`src/rtl/pg_pkg.sv`:
```
package pg_pkg;
  typedef enum logic {
    WAVE_LOW  = 1'b0,
    WAVE_HIGH = 1'b1
  } wave_state_e;
endpackage

```
`src/rtl/pg_counter.sv`:
```
module pg_counter #(
  parameter int CNT_W = 16
) (
  input  logic             clk,
  input  logic             rst_n,
  input  logic             en,
  input  logic [CNT_W-1:0] cmp1_i,
  input  logic [CNT_W-1:0] cmp2_i,
  output logic             hit1_o,
  output logic             hit2_o
);
  localparam logic [CNT_W-1:0] CNT_ONE = CNT_W'(1);

  logic [CNT_W-1:0] cnt_q, cnt_d;
  logic [CNT_W-1:0] act1_q, act1_d;
  logic [CNT_W-1:0] act2_q, act2_d;
  logic             reload;

  assign hit1_o = en && (cnt_q == act1_q);
  assign hit2_o = en && (cnt_q == act2_q);
  assign reload = !en || hit2_o;

  always_comb begin
    cnt_d  = cnt_q;
    act1_d = act1_q;
    act2_d = act2_q;
    if (!en || hit2_o) begin
      cnt_d = '0;
    end else begin
      cnt_d = cnt_q + CNT_ONE;
    end
    if (reload) begin
      act1_d = cmp1_i;
      act2_d = cmp2_i;
    end
  end

  always_ff @(posedge clk or negedge rst_n) begin
    if (!rst_n) begin
      cnt_q  <= '0;
      act1_q <= '0;
      act2_q <= '0;
    end else begin
      cnt_q  <= cnt_d;
      act1_q <= act1_d;
      act2_q <= act2_d;
    end
  end

  AST_WRAP_ZERO: assert property (@(posedge clk) disable iff (!rst_n)
    hit2_o |=> (cnt_q == '0));
  AST_COUNT_STEP: assert property (@(posedge clk) disable iff (!rst_n)
    (en && !hit2_o) |=> (cnt_q == $past(cnt_q) + CNT_ONE));
  AST_HOLD_ZERO: assert property (@(posedge clk) disable iff (!rst_n)
    !en |=> (cnt_q == '0));
  AST_SHADOW_STABLE: assert property (@(posedge clk) disable iff (!rst_n)
    (en && !hit2_o) |=> ($stable(act1_q) && $stable(act2_q)));
endmodule

```
`src/rtl/pg_wave_fsm.sv`:
```
module pg_wave_fsm
  import pg_pkg::*;
(
  input  logic clk,
  input  logic rst_n,
  input  logic en,
  input  logic hit1_i,
  input  logic hit2_i,
  output logic wave_o
);
  wave_state_e state_q, state_d;

  always_comb begin
    state_d = state_q;
    if (!en || hit2_i) begin
      state_d = WAVE_LOW;
    end else if (hit1_i) begin
      state_d = WAVE_HIGH;
    end
  end

  always_ff @(posedge clk or negedge rst_n) begin
    if (!rst_n) begin
      state_q <= WAVE_LOW;
    end else begin
      state_q <= state_d;
    end
  end

  assign wave_o = (state_q == WAVE_HIGH);

  AST_RISE_ON_HIT1: assert property (@(posedge clk) disable iff (!rst_n)
    $rose(wave_o) |-> ($past(hit1_i) && !$past(hit2_i)));
  AST_FALL_ON_HIT2: assert property (@(posedge clk) disable iff (!rst_n)
    hit2_i |=> !wave_o);
  AST_LOW_WHEN_OFF: assert property (@(posedge clk) disable iff (!rst_n)
    !en |=> !wave_o);
endmodule

```
`src/rtl/pg_rect_gen.sv`:
```
module pg_rect_gen #(
  parameter int CNT_W = 16
) (
  input  logic             clk,
  input  logic             rst_n,
  input  logic             en,
  input  logic [CNT_W-1:0] cmp1_i,
  input  logic [CNT_W-1:0] cmp2_i,
  output logic             wave_o,
  output logic             en_fwd_o,
  output logic             match1_o,
  output logic             match2_o
);
  logic hit1, hit2;

  pg_counter #(.CNT_W(CNT_W)) u_counter (
    .clk    (clk),
    .rst_n  (rst_n),
    .en     (en),
    .cmp1_i (cmp1_i),
    .cmp2_i (cmp2_i),
    .hit1_o (hit1),
    .hit2_o (hit2)
  );

  pg_wave_fsm u_fsm (
    .clk    (clk),
    .rst_n  (rst_n),
    .en     (en),
    .hit1_i (hit1),
    .hit2_i (hit2),
    .wave_o (wave_o)
  );

  assign match1_o = hit1;
  assign match2_o = hit2;
  assign en_fwd_o = en;

  AST_NO_MATCH_OFF: assert property (@(posedge clk) disable iff (!rst_n)
    !en |-> (!match1_o && !match2_o));
  AST_RESET_QUIET: assert property (@(posedge clk)
    !rst_n |-> (!wave_o && !match1_o && !match2_o));
endmodule

```
`config.mk`:
```
export PLATFORM = sky130hd
export DESIGN_NAME = pg_rect_gen
export DESIGN_NICKNAME = d
export VERILOG_FILES = /design/src/rtl/pg_pkg.sv /design/src/rtl/pg_counter.sv /design/src/rtl/pg_wave_fsm.sv /design/src/rtl/pg_rect_gen.sv
export SDC_FILE = /design/constraint.sdc
export NUM_CORES = 1
export LEC_CHECK = 0
export CORE_MARGIN = 4
export CORE_UTILIZATION = 50
export CTS_CLUSTER_SIZE = 12
export DETAILED_ROUTE_END_ITERATION = 10
export DONT_BUFFER_PORTS = 1
export GPL_ROUTABILITY_DRIVEN = 0
export GPL_TIMING_DRIVEN = 0
export PLACE_DENSITY = 0.66
export SKIP_CTS_REPAIR_TIMING = 1
export SLEW_MARGIN = 20
export SYNTH_ARGS = -nofsm -noshare
export SYNTH_HDL_FRONTEND = slang
export SYNTH_SLANG_ARGS = --single-unit
```
`constraint.sdc`:
```
create_clock -name clk -period 2.6 [get_ports clk]
set_input_delay 0.65 -clock clk [delete_from_list [all_inputs] [get_ports clk]]
set_output_delay 0.65 -clock clk [all_outputs]
set_load 0.005 [all_outputs]
```
==> metrics.md <==
| Metric | Value |
|---|---|
| Initial antenna violation count | 0 |
| Register area | 1230 sq um |
| Hold Crit Class | primary input to async pin |
| CTS tree | yes |
| Final period utilization | 0.962 |
| CTS max path bufs | 2 |
| Number of global-route vias before repair | between 1500 and 2000 |
| Fillers | 376 |
| Final nets | ~240 |
| Fin Clk Skew | slightly above 0.007 ns |
| Fin. max-slew vios | 0 |
| Clock root buffer | clkbuf_8 |
| Synth area leader | dfrtp_1 |
| CTS sink count | a little under 50 |
| Vias/cell | around 5.5 |
| RSZ-0062 raised after global routing | no |
| Rel. slew slack | 0.700 |
| Final Core Density | 0.568 |
| Dpl hpwl | 3520 microns |
| Sequential area share after synthesis | 0.512 |
| Die area | 5960 sq um |
| Post-synth net total | 232 |
| Post-synth top cells | dfrtp_1 (49), xor2_1 (40), mux2_2 (29) |
| First-pass GRT wire length | around 8100 microns |
| YS warnings | 0 |
| Number of synthesized register bits | 49 |
| Worst Path Max Fanout | 6 |
| Number of enable flip-flop cells after synthesis | 0 |
| Worst slack after detailed placement | 0.362 ns |
| Core box area | 4500 sq um |
| Layout cell share with drive strength beyond 1 | 0.275 |
| Routed WL | 4620 microns |
| Post-Syn Instances | 196 |
| Async S/R FF share, synth | 1.00 |
| Largest cells by area after synthesis | dfrtp_1 (51%), xor2_1 (15%), mux2_2 (14%) |
| Slew @ Worst Pin | approximately 0.45 ns |
| Multi-input logic area | 1050 sq um |
| Post-DR wirelength/cell | ~18 microns |
| Row count | 24 |
| Num CTS Buffers | 5 |
| IO Count | 39 |
| Setup ws final | 0.0980 ns |
| Top_reg_cell synth | dfrtp_1 |
| Drt drc | 0 |
| Synth-to-Final Area Change | 6.79% |
| Fin crit period | between 2 and 3 ns |
| Crit path required time | 1.95 ns |
| Kind of critical path | flop to primary output |
| Buffers on Ports | 0 |
| GRT overflow | 0 |
| Yosys top cell area share | 0.512 |
| Arrival @ worst endpoint | 1.85 ns |
| Max cap viols | 0 |
| Pwr Density | 559 nW/um^2 |
| Die width | just under 80 microns |
| Drt first pass iters | 4 |
| Startpoint types | flop |
| Syn Area/Cell | 12.2 sq um |
| Worst skew pair latency | 0.30 ns |
| Final setup fails | 0 |
| Via Count | approximately 1400 |
| H-tree depth | 2 |
| Number of routed nets with antenna violations | 0 |
| Max Fclk | 0.400 GHz |
| Final Hold Viols | 0 |
| Peak supply drop | 305 uV |
| Crit. End Element | primary output |
| Most numerous cell in the Yosys netlist | dfrtp_1 |
| Mapped cell area | 2400 sq um |
| Total negative setup slack | 0 ns |
| Largest net degree at the start of global routing | 50 |
| GRT Util Overall | 0.172 |
| Status | finished, final reports clean |
| Antenna Cells | 0 |
| Leakage | 1.16 nW |
| Post-synth cell types | 24 |
| Vert. Die Dim | 77.2 microns |
| Clock slew at reported path FFs | 0.09 ns |
| Initial core utilization | 0.532 |
| Drt first-iter violations | 88 |
-- report_power, final --
group / internal [mW] / switching, mW / total [mW]
logic: 0.0822 / 0.0582 / 0.140
clock network: 0.186 / 0.249 / 0.435
registers: 0.816 / 0.0400 / 0.856
total: 1.08 / 0.347 / 1.43
-- flip-flops by register name (all words and copies together) (netlist names) --
name and cells:
u_counter.act1_q 16, u_counter.act2_q 16, u_counter.cnt_q 16, u_fsm.wave_o 1
-- placed cells by master (no fill, tap or decap), types with 3 or more instances in the layout --
cell and instances:
xnor2_1 6, nor3_1 4, mux2_2 29, xor2_1 40, mux2_1 3, nor4_1 5, buf_2 4, nand4_1 5
dfrtp_1 49, nor2_1 19, nand2_1 5, buf_6 5, nand3_1 5, clkbuf_8 5, buf_4 3
-- critical path: stages, from the launching register on --
cell	delay, ns
dfrtp_1	0.39
buf_6	0.14
xor2_1	0.13
nor4_1	0.43
nand4_1	0.24
nor2_1	0.22
-- per-layer routing --
metal  part of all wire  global-route usage  wire [microns]  vias up
li1                   -                   -               -      665
met1               0.42               0.211            1940      710
met2               0.52               0.300            2420       34
met3              0.043              0.0410             200        9
met4              0.014              0.0516              63        0
met5                  0                   0               0        -
-- final timing paths --
kind | startpoint | to | slack, ns | depth (start not counted)
worst max-delay path | u_counter.cnt_q[8] | match2_o | 0.1 | 5
worst min-delay path | rst_n | u_counter.act2_q[14] | 0.03 | 0
worst max register to register | u_counter.cnt_q[8] | u_counter.act2_q[13] | 0.32 | 8
worst min register to register | u_counter.act2_q[11] | u_counter.act2_q[11] | 0.51 | 1
max in group asynchronous | rst_n | u_counter.act2_q[5] | 2.47 | 0
min in group clk | cmp2_i[12] | u_counter.act2_q[12] | 0.48 | 1
-- final cells by class --
type,instances,share of cell area
flip-flops and latches,49,0.479
clock inverters,3,0.00685
clock buffers,5,0.0269
multi-input cells,131,0.412
well taps,52,0.0254
plain buffers,14,0.0465
inverters,2,0.00293
-- cells by family (layout without fill, tap and decap cells) --
group | after synthesis | after routing | share of synthesized area
fa+ha+maj | 1 | 1 | 0.00522
compound gates | 1 | 1 | 0.00418
flops | 49 | 49 | 0.512
simple gates | 51 | 51 | 0.108
buf+inv | 16 | 24 | 0.0527
mux | 32 | 32 | 0.150
xor+xnor | 46 | 46 | 0.168
-- per-stage QoR --
step           power, mW  area [sq um]  hold WS, ns  instances
3_5_place_dp        1.01          2460        0.357        248
2_1_floorplan      0.978          2400        0.354        196
5_1_grt             1.50          2560      0.00852        256
4_1_cts             1.44          2550       0.0249        256
6_report            1.43          2560       0.0333        256
3_3_place_gp        1.00          2460        0.357        248
Note: power is estimated with default switching activity, not from simulation.
